**config.mk**
```make
export PLATFORM = sky130hd
export DESIGN_NAME = csa7to3_seq
export DESIGN_NICKNAME = d
export VERILOG_FILES = /design/src/rtl/csa7_pkg.sv /design/src/rtl/csa3.sv /design/src/rtl/csa7_ctrl.sv /design/src/rtl/csa7to3_seq.sv
export SDC_FILE = /design/constraint.sdc
export NUM_CORES = 1
export LEC_CHECK = 0
export BUFFER_PORTS_ARGS = -buffer_cell sky130_fd_sc_hd__buf_2
export CORE_ASPECT_RATIO = 0.75
export CORE_UTILIZATION = 52
export DETAILED_ROUTE_END_ITERATION = 6
export PLACE_DENSITY_LB_ADDON = 0.12
export SYNTH_ARGS = -nofsm -noshare
export SYNTH_HDL_FRONTEND = slang
export SYNTH_HIERARCHICAL = 1
export SYNTH_SLANG_ARGS = --single-unit
```
**constraint.sdc**
```tcl
create_clock -name clk -period 7.67 [get_ports clk]
set_input_delay 1.534 -clock clk [delete_from_list [all_inputs] [get_ports clk]]
set_output_delay 1.534 -clock clk [all_outputs]
set_load 0.05 [all_outputs]
```
**src/rtl/csa7_pkg.sv**
```systemverilog
package csa7_pkg;
  localparam int NUM_OPS = 4;   // compressions per reduction
  localparam int STEP_W  = 3;   // wide enough for steps 0..NUM_OPS

  // number of the final step for a given compressor count
  function automatic int last_step(input int ncsa);
    return (ncsa >= 2) ? NUM_OPS - 1 : NUM_OPS;
  endfunction
endpackage

```
**src/rtl/csa3.sv**
```systemverilog
module csa3 #(
  parameter int W = 11
) (
  input  logic [W-1:0] a,
  input  logic [W-1:0] b,
  input  logic [W-1:0] c,
  output logic [W-1:0] sum,
  output logic [W-1:0] carry
);
  logic [W-1:0] maj;

  // one full adder per bit position, no ripple between positions
  assign sum   = a ^ b ^ c;
  assign maj   = (a & b) | (a & c) | (b & c);
  assign carry = maj << 1;
endmodule

```
**src/rtl/csa7_ctrl.sv**
```systemverilog
module csa7_ctrl
  import csa7_pkg::*;
#(
  parameter int NUM_CSA = 1
) (
  input  logic                 clk,
  input  logic                 reset,
  input  logic                 start,
  output logic [NUM_OPS-1:0]   op_en,
  output logic                 busy,
  output logic                 done
);
  localparam int LAST = last_step(NUM_CSA);

  logic [STEP_W-1:0] step;

  assign busy = (step != '0);

  always_ff @(posedge clk) begin
    if (reset) begin
      step <= '0;
      done <= 1'b0;
    end else begin
      done <= (step == STEP_W'(LAST));
      if (step == '0) begin
        if (start) step <= STEP_W'(1);
      end else if (step == STEP_W'(LAST)) begin
        step <= '0;
      end else begin
        step <= step + STEP_W'(1);
      end
    end
  end

  generate
    if (NUM_CSA >= 2) begin : g_dual
      always_comb begin
        op_en = '0;
        case (step)
          STEP_W'(1): op_en = 4'b0011;
          STEP_W'(2): op_en = 4'b0100;
          STEP_W'(3): op_en = 4'b1000;
          default:    op_en = '0;
        endcase
      end
    end else begin : g_single
      always_comb begin
        op_en = '0;
        case (step)
          STEP_W'(1): op_en = 4'b0001;
          STEP_W'(2): op_en = 4'b0010;
          STEP_W'(3): op_en = 4'b0100;
          STEP_W'(4): op_en = 4'b1000;
          default:    op_en = '0;
        endcase
      end
    end
  endgenerate

  AST_DONE_PULSE: assert property (@(posedge clk) disable iff (reset)
    done |=> !done);
  AST_DONE_AFTER_LAST: assert property (@(posedge clk) disable iff (reset)
    done |-> $past(step == STEP_W'(LAST)));
  AST_START_IGNORED: assert property (@(posedge clk) disable iff (reset)
    (busy && step != STEP_W'(LAST)) |=> (step == $past(step) + STEP_W'(1)));
  AST_RESET_IDLE: assert property (@(posedge clk)
    reset |=> (step == '0 && !done));
endmodule

```
**src/rtl/csa7to3_seq.sv**
```systemverilog
module csa7to3_seq
  import csa7_pkg::*;
#(
  parameter int N       = 8,
  parameter int NUM_CSA = 1,
  localparam int W      = N + 3
) (
  input  logic         clk,
  input  logic         reset,
  input  logic         start,
  input  logic [N-1:0] x1,
  input  logic [N-1:0] x2,
  input  logic [N-1:0] x3,
  input  logic [N-1:0] x4,
  input  logic [N-1:0] x5,
  input  logic [N-1:0] x6,
  input  logic [N-1:0] x7,
  output logic [W-1:0] y1,
  output logic [W-1:0] y2,
  output logic [W-1:0] y3,
  output logic         done
);
  localparam int SW = W + 2;

  logic [NUM_OPS-1:0] op_en;
  logic               busy;
  logic [W-1:0]       a1, a2, b1, b2, c1;
  logic [W-1:0]       in_p, in_q, in_r;
  logic [W-1:0]       s0, k0, bs, bk;

  csa7_ctrl #(.NUM_CSA(NUM_CSA)) u_ctrl (
    .clk(clk), .reset(reset), .start(start),
    .op_en(op_en), .busy(busy), .done(done)
  );

  // operand selection for the shared compressor
  always_comb begin
    in_p = '0;
    in_q = '0;
    in_r = '0;
    if (op_en[0]) begin
      in_p = W'(x1); in_q = W'(x2); in_r = W'(x3);
    end else if (op_en[1]) begin
      in_p = W'(x4); in_q = W'(x5); in_r = W'(x6);
    end else if (op_en[2]) begin
      in_p = a2; in_q = b2; in_r = W'(x7);
    end else if (op_en[3]) begin
      in_p = a1; in_q = b1; in_r = c1;
    end
  end

  csa3 #(.W(W)) u_csa0 (.a(in_p), .b(in_q), .c(in_r), .sum(s0), .carry(k0));

  generate
    if (NUM_CSA >= 2) begin : g_two
      csa3 #(.W(W)) u_csa1 (
        .a(W'(x4)), .b(W'(x5)), .c(W'(x6)), .sum(bs), .carry(bk)
      );
    end else begin : g_one
      assign bs = s0;
      assign bk = k0;
    end
  endgenerate

  always_ff @(posedge clk) begin
    if (reset) begin
      a1 <= '0; a2 <= '0; b1 <= '0; b2 <= '0; c1 <= '0;
      y1 <= '0; y2 <= '0; y3 <= '0;
    end else begin
      if (op_en[0]) begin a1 <= s0; a2 <= k0; end
      if (op_en[1]) begin b1 <= bs; b2 <= bk; end
      if (op_en[2]) begin c1 <= s0; y3 <= k0; end
      if (op_en[3]) begin y1 <= s0; y2 <= k0; end
    end
  end

  AST_OPS_PER_CYCLE: assert property (@(posedge clk) disable iff (reset)
    $countones(op_en) <= NUM_CSA);
  AST_OP3_ORDER: assert property (@(posedge clk) disable iff (reset)
    op_en[2] |-> $past(op_en[1]));
  AST_OP4_ORDER: assert property (@(posedge clk) disable iff (reset)
    op_en[3] |-> $past(op_en[2]));
  AST_IDLE_HOLD: assert property (@(posedge clk) disable iff (reset)
    !busy |=> ($stable(y1) && $stable(y2) && $stable(y3)));
  AST_SUM_MATCH: assert property (@(posedge clk) disable iff (reset)
    done |-> (SW'(y1) + SW'(y2) + SW'(y3) ==
              SW'(x1) + SW'(x2) + SW'(x3) + SW'(x4) + SW'(x5) + SW'(x6) + SW'(x7)));
endmodule

```
==> out/metrics.yaml <==
grt:
  gr-total-overflow: 0
  antenna_found_initial: 0
  grt_max_degree: 93
  track_usage_pct: 23.7
  grt_pass1_wl_um: 16500
  grt_pass1_vias: 3387
synth:
  syn_area_per_cell_um2: 9.74
  synth_seq_cells: 92
  async_flop_share_pct: 0
  synth-edff-count: 0
  ys.flop_type: "dfxtp_1"
  syn_inst: 468
  yosysSeqAreaShare_pct: 40.4
  synth_warnings: 6
  netlist_area_mm2: 0.00456
  synthesis.nets: 542
  synth_cell_type_count: 32
  yosys-top-cells-count: "nor2_1 (98), dfxtp_1 (92), mux2i_1 (80)"
  yosysMostFrequentCell: "nor2_1"
  synth_top_area_cell: "dfxtp_1"
  synth_top_area_share_pct: 40.4
  synthTopCellsByArea: "dfxtp_1 (40%), mux2i_1 (18%), nor2_1 (8.1%)"
clock_network:
  cts_tree: "yes"
  numCtsBuffers: 9
  clk_pin_slew_ns: 0.06
  h-tree-depth: 3
  post-cts-setup-buffer-count: 0
  ctsHoldBuffers: 0
  cts_root_buf: "clkbuf_16"
  cts_resized: 0
  cts.sinks: 92
  clock_latency_ns: 0.33
  clk_path_buf_depth: 2
setup_path:
  r2r_cells: 9
  cpPeakStageDelay_ns: 0.91
  crit_arrival_ns: 4.04
  crit_chain: "inv_1 -> ha_1 -> and2_2 -> nor2b_4 -> a221oi_1 -> o31ai_1 -> fa_1 -> mux2i_1 -> nor2_1"
  worst-setup-path-type: "register to register"
  path_delay_family: "simple AND/OR/NAND/NOR gates"
  crit_start: "u_ctrl/step[0]"
  crit_buf_inv: 1
  timing.rr.start: "u_ctrl/step[0]"
  crit_fanout: 33
  worstPathRequired_ns: 7.85
  rrSetupSlack_ns: 3.81
  worst_path_max_delay_cell: "nor2b_4"
  cp-end-kind: "register"
  rr_endpoint: "y1[2]"
  startpoint_type: "register"
floorplan:
  coreArea_mm2: 0.00849
  ios: 93
  dieWidth_um: 110
  start_util_pct: 53.7
  fp.dieH_um: 83.1
  die-area_mm2: 0.00915
  rows: 29
worst_hold_path:
  hp-start: "y3[1]"
  hp-class: "register to register"
  hold_end: "y3[1]"
  holdPathStages: 2
power:
  ir_drop_v: 0.000148
  clkPwrFrac_pct: 34.1
  leakagePower_uw: 0.00211
  p_switching_uw: 391
  pwr-share-comb_pct: 25.6
  p_int_uw: 886
  powerDensity_mw_per_mm2: 243
  p_seq_share_pct: 40.2
  sw_frac_of_total_pct: 30.6
detailed_routing:
  wire_per_inst_um: 16.1
  drtIter0Drc: 193
  ant_nets: 0
  routed_wl_um: 10400
  drcViolationCount: 0
  avgViaCountPerCell: 5.40
  vias: 3491
  first_pass_iters: 4
sta:
  final-max-slew-violation-count: 0
  finalCritPeriodShare_pct: 50.3
  rsz0062_at_grt: "no"
  min_period_ns: 3.86
  finalSetupViolCount: 0
  fin_tns_setup_ns: 0
  max-slew-margin-rel_pct: 36.7
  final-hold-violation-count: 0
  tightest_slew_ns: 0.948
  fin_skew_ns: 0.00837
  max_freq_mhz: 259
run_status:
  status: "finished clean"
finish:
  areaGrowthSynthToFinish_pct: 15.5
  nFillCells: 767
  diodes: 0
  seq_area_mm2: 0.00184
  drive_above_1_share_pct: 26.3
  multi_input_area_mm2: 0.00249
  final_core_util_pct: 62.0
  fin_nets: 608
placed_design:
  io_buffers: 92
  dp_hpwl_um: 6930
  routabilityCongestion: 0.814
run:
  cap_violations: 0
## cell families (layout without fill, tap and decap cells)
logic type      after synthesis  in the layout  synth area share [%]
simple gates                161            161                  16.1
flops                        92             92                  40.4
mux                          80             80                  17.6
compound gates               74             74                  14.4
buf+inv                      44            115                  5.19
fa+ha+maj                    15             15                  5.76
other cells                   1              1                0.0822
xor+xnor                      1              1                 0.521
## worst max path at each step
stage | endpoint | slack [ns] | cells past startpoint
floorplan | y1[6] | 4.98 | 5
global placement | y1[2] | 3.93 | 9
detailed placement | c1[2] | 3.84 | 9
CTS | y1[2] | 3.79 | 9
global route | a1[1] | 3.44 | 11
finish | y1[2] | 3.81 | 9
## metal layers
layer	track usage (%)	share of wire [%]
met5	0	0
met3	4.47	4.5
met1	29.9	44
met4	7.30	1.5
met2	40.6	50
## worst reg2reg max path, delay by kind of cell, from the launching register on
kind	cells	cell delay, ns
compound gates	2	0.59
fa+ha+maj	2	0.80
buf+inv	1	0.10
flops	1	0.35
mux	1	0.18
simple gates	3	1.70
## cells in the final DEF, fill, tap and decap left out, types with 3 or more instances in the layout
| cell | n |
|---|---|
| dfxtp_1 | 92 |
| a22oi_1 | 14 |
| fa_1 | 10 |
| mux2i_1 | 80 |
| and3_1 | 3 |
| nor2_1 | 98 |
| o31ai_2 | 13 |
| buf_2 | 92 |
| buf_4 | 4 |
| nand2_1 | 16 |
| a21oi_1 | 25 |
| o31ai_1 | 3 |
| a221oi_2 | 13 |
| a221oi_1 | 3 |
| clkbuf_16 | 9 |
| ha_1 | 5 |
| inv_1 | 3 |
| nor2b_1 | 34 |
## registers in the layout, summed over array words and instances (netlist names)
name         cells
b1              11
u_ctrl/step      3
a2              11
y1              11
a1              11
c1              11
y3              11
u_ctrl/done      1
b2              11
y2              11
## power by group through the flow
stage               sequential [µW]  combinational, µW  clock (µW)
global placement                524                324           0
CTS                             514                330         445
detailed placement              525                328           0
finish                          514                328         436
global route                    517                358         461
floorplan                       523                247           0
## area by class of cell
| type | count | share of cell area, % |
|---|---|---|
| well taps | 108 | 2.57 |
| flip-flops and latches | 92 | 35.0 |
| multi-input cells | 332 | 47.3 |
| repair buffers | 96 | 9.31 |
| clock buffers | 11 | 4.42 |
| clock inverters | 5 | 1.19 |
| inverters | 3 | 0.214 |
## stage by stage
| stage | area, µm² | worst slack, ns | total power [µW] | hold WS, ns | cells |
|---|---|---|---|---|---|
| after floorplan | 4560 | 4.98 | 770 | 0.452 | 468 |
| after global placement | 4970 | 3.93 | 847 | 0.469 | 631 |
| after detailed placement | 4970 | 3.84 | 852 | 0.476 | 631 |
| after CTS | 5270 | 3.79 | 1290 | 0.492 | 647 |
| after global routing | 5270 | 3.44 | 1340 | 0.521 | 647 |
| final | 5270 | 3.81 | 1280 | 0.489 | 647 |
No activity file was read; power rests on OpenSTA's default activity.
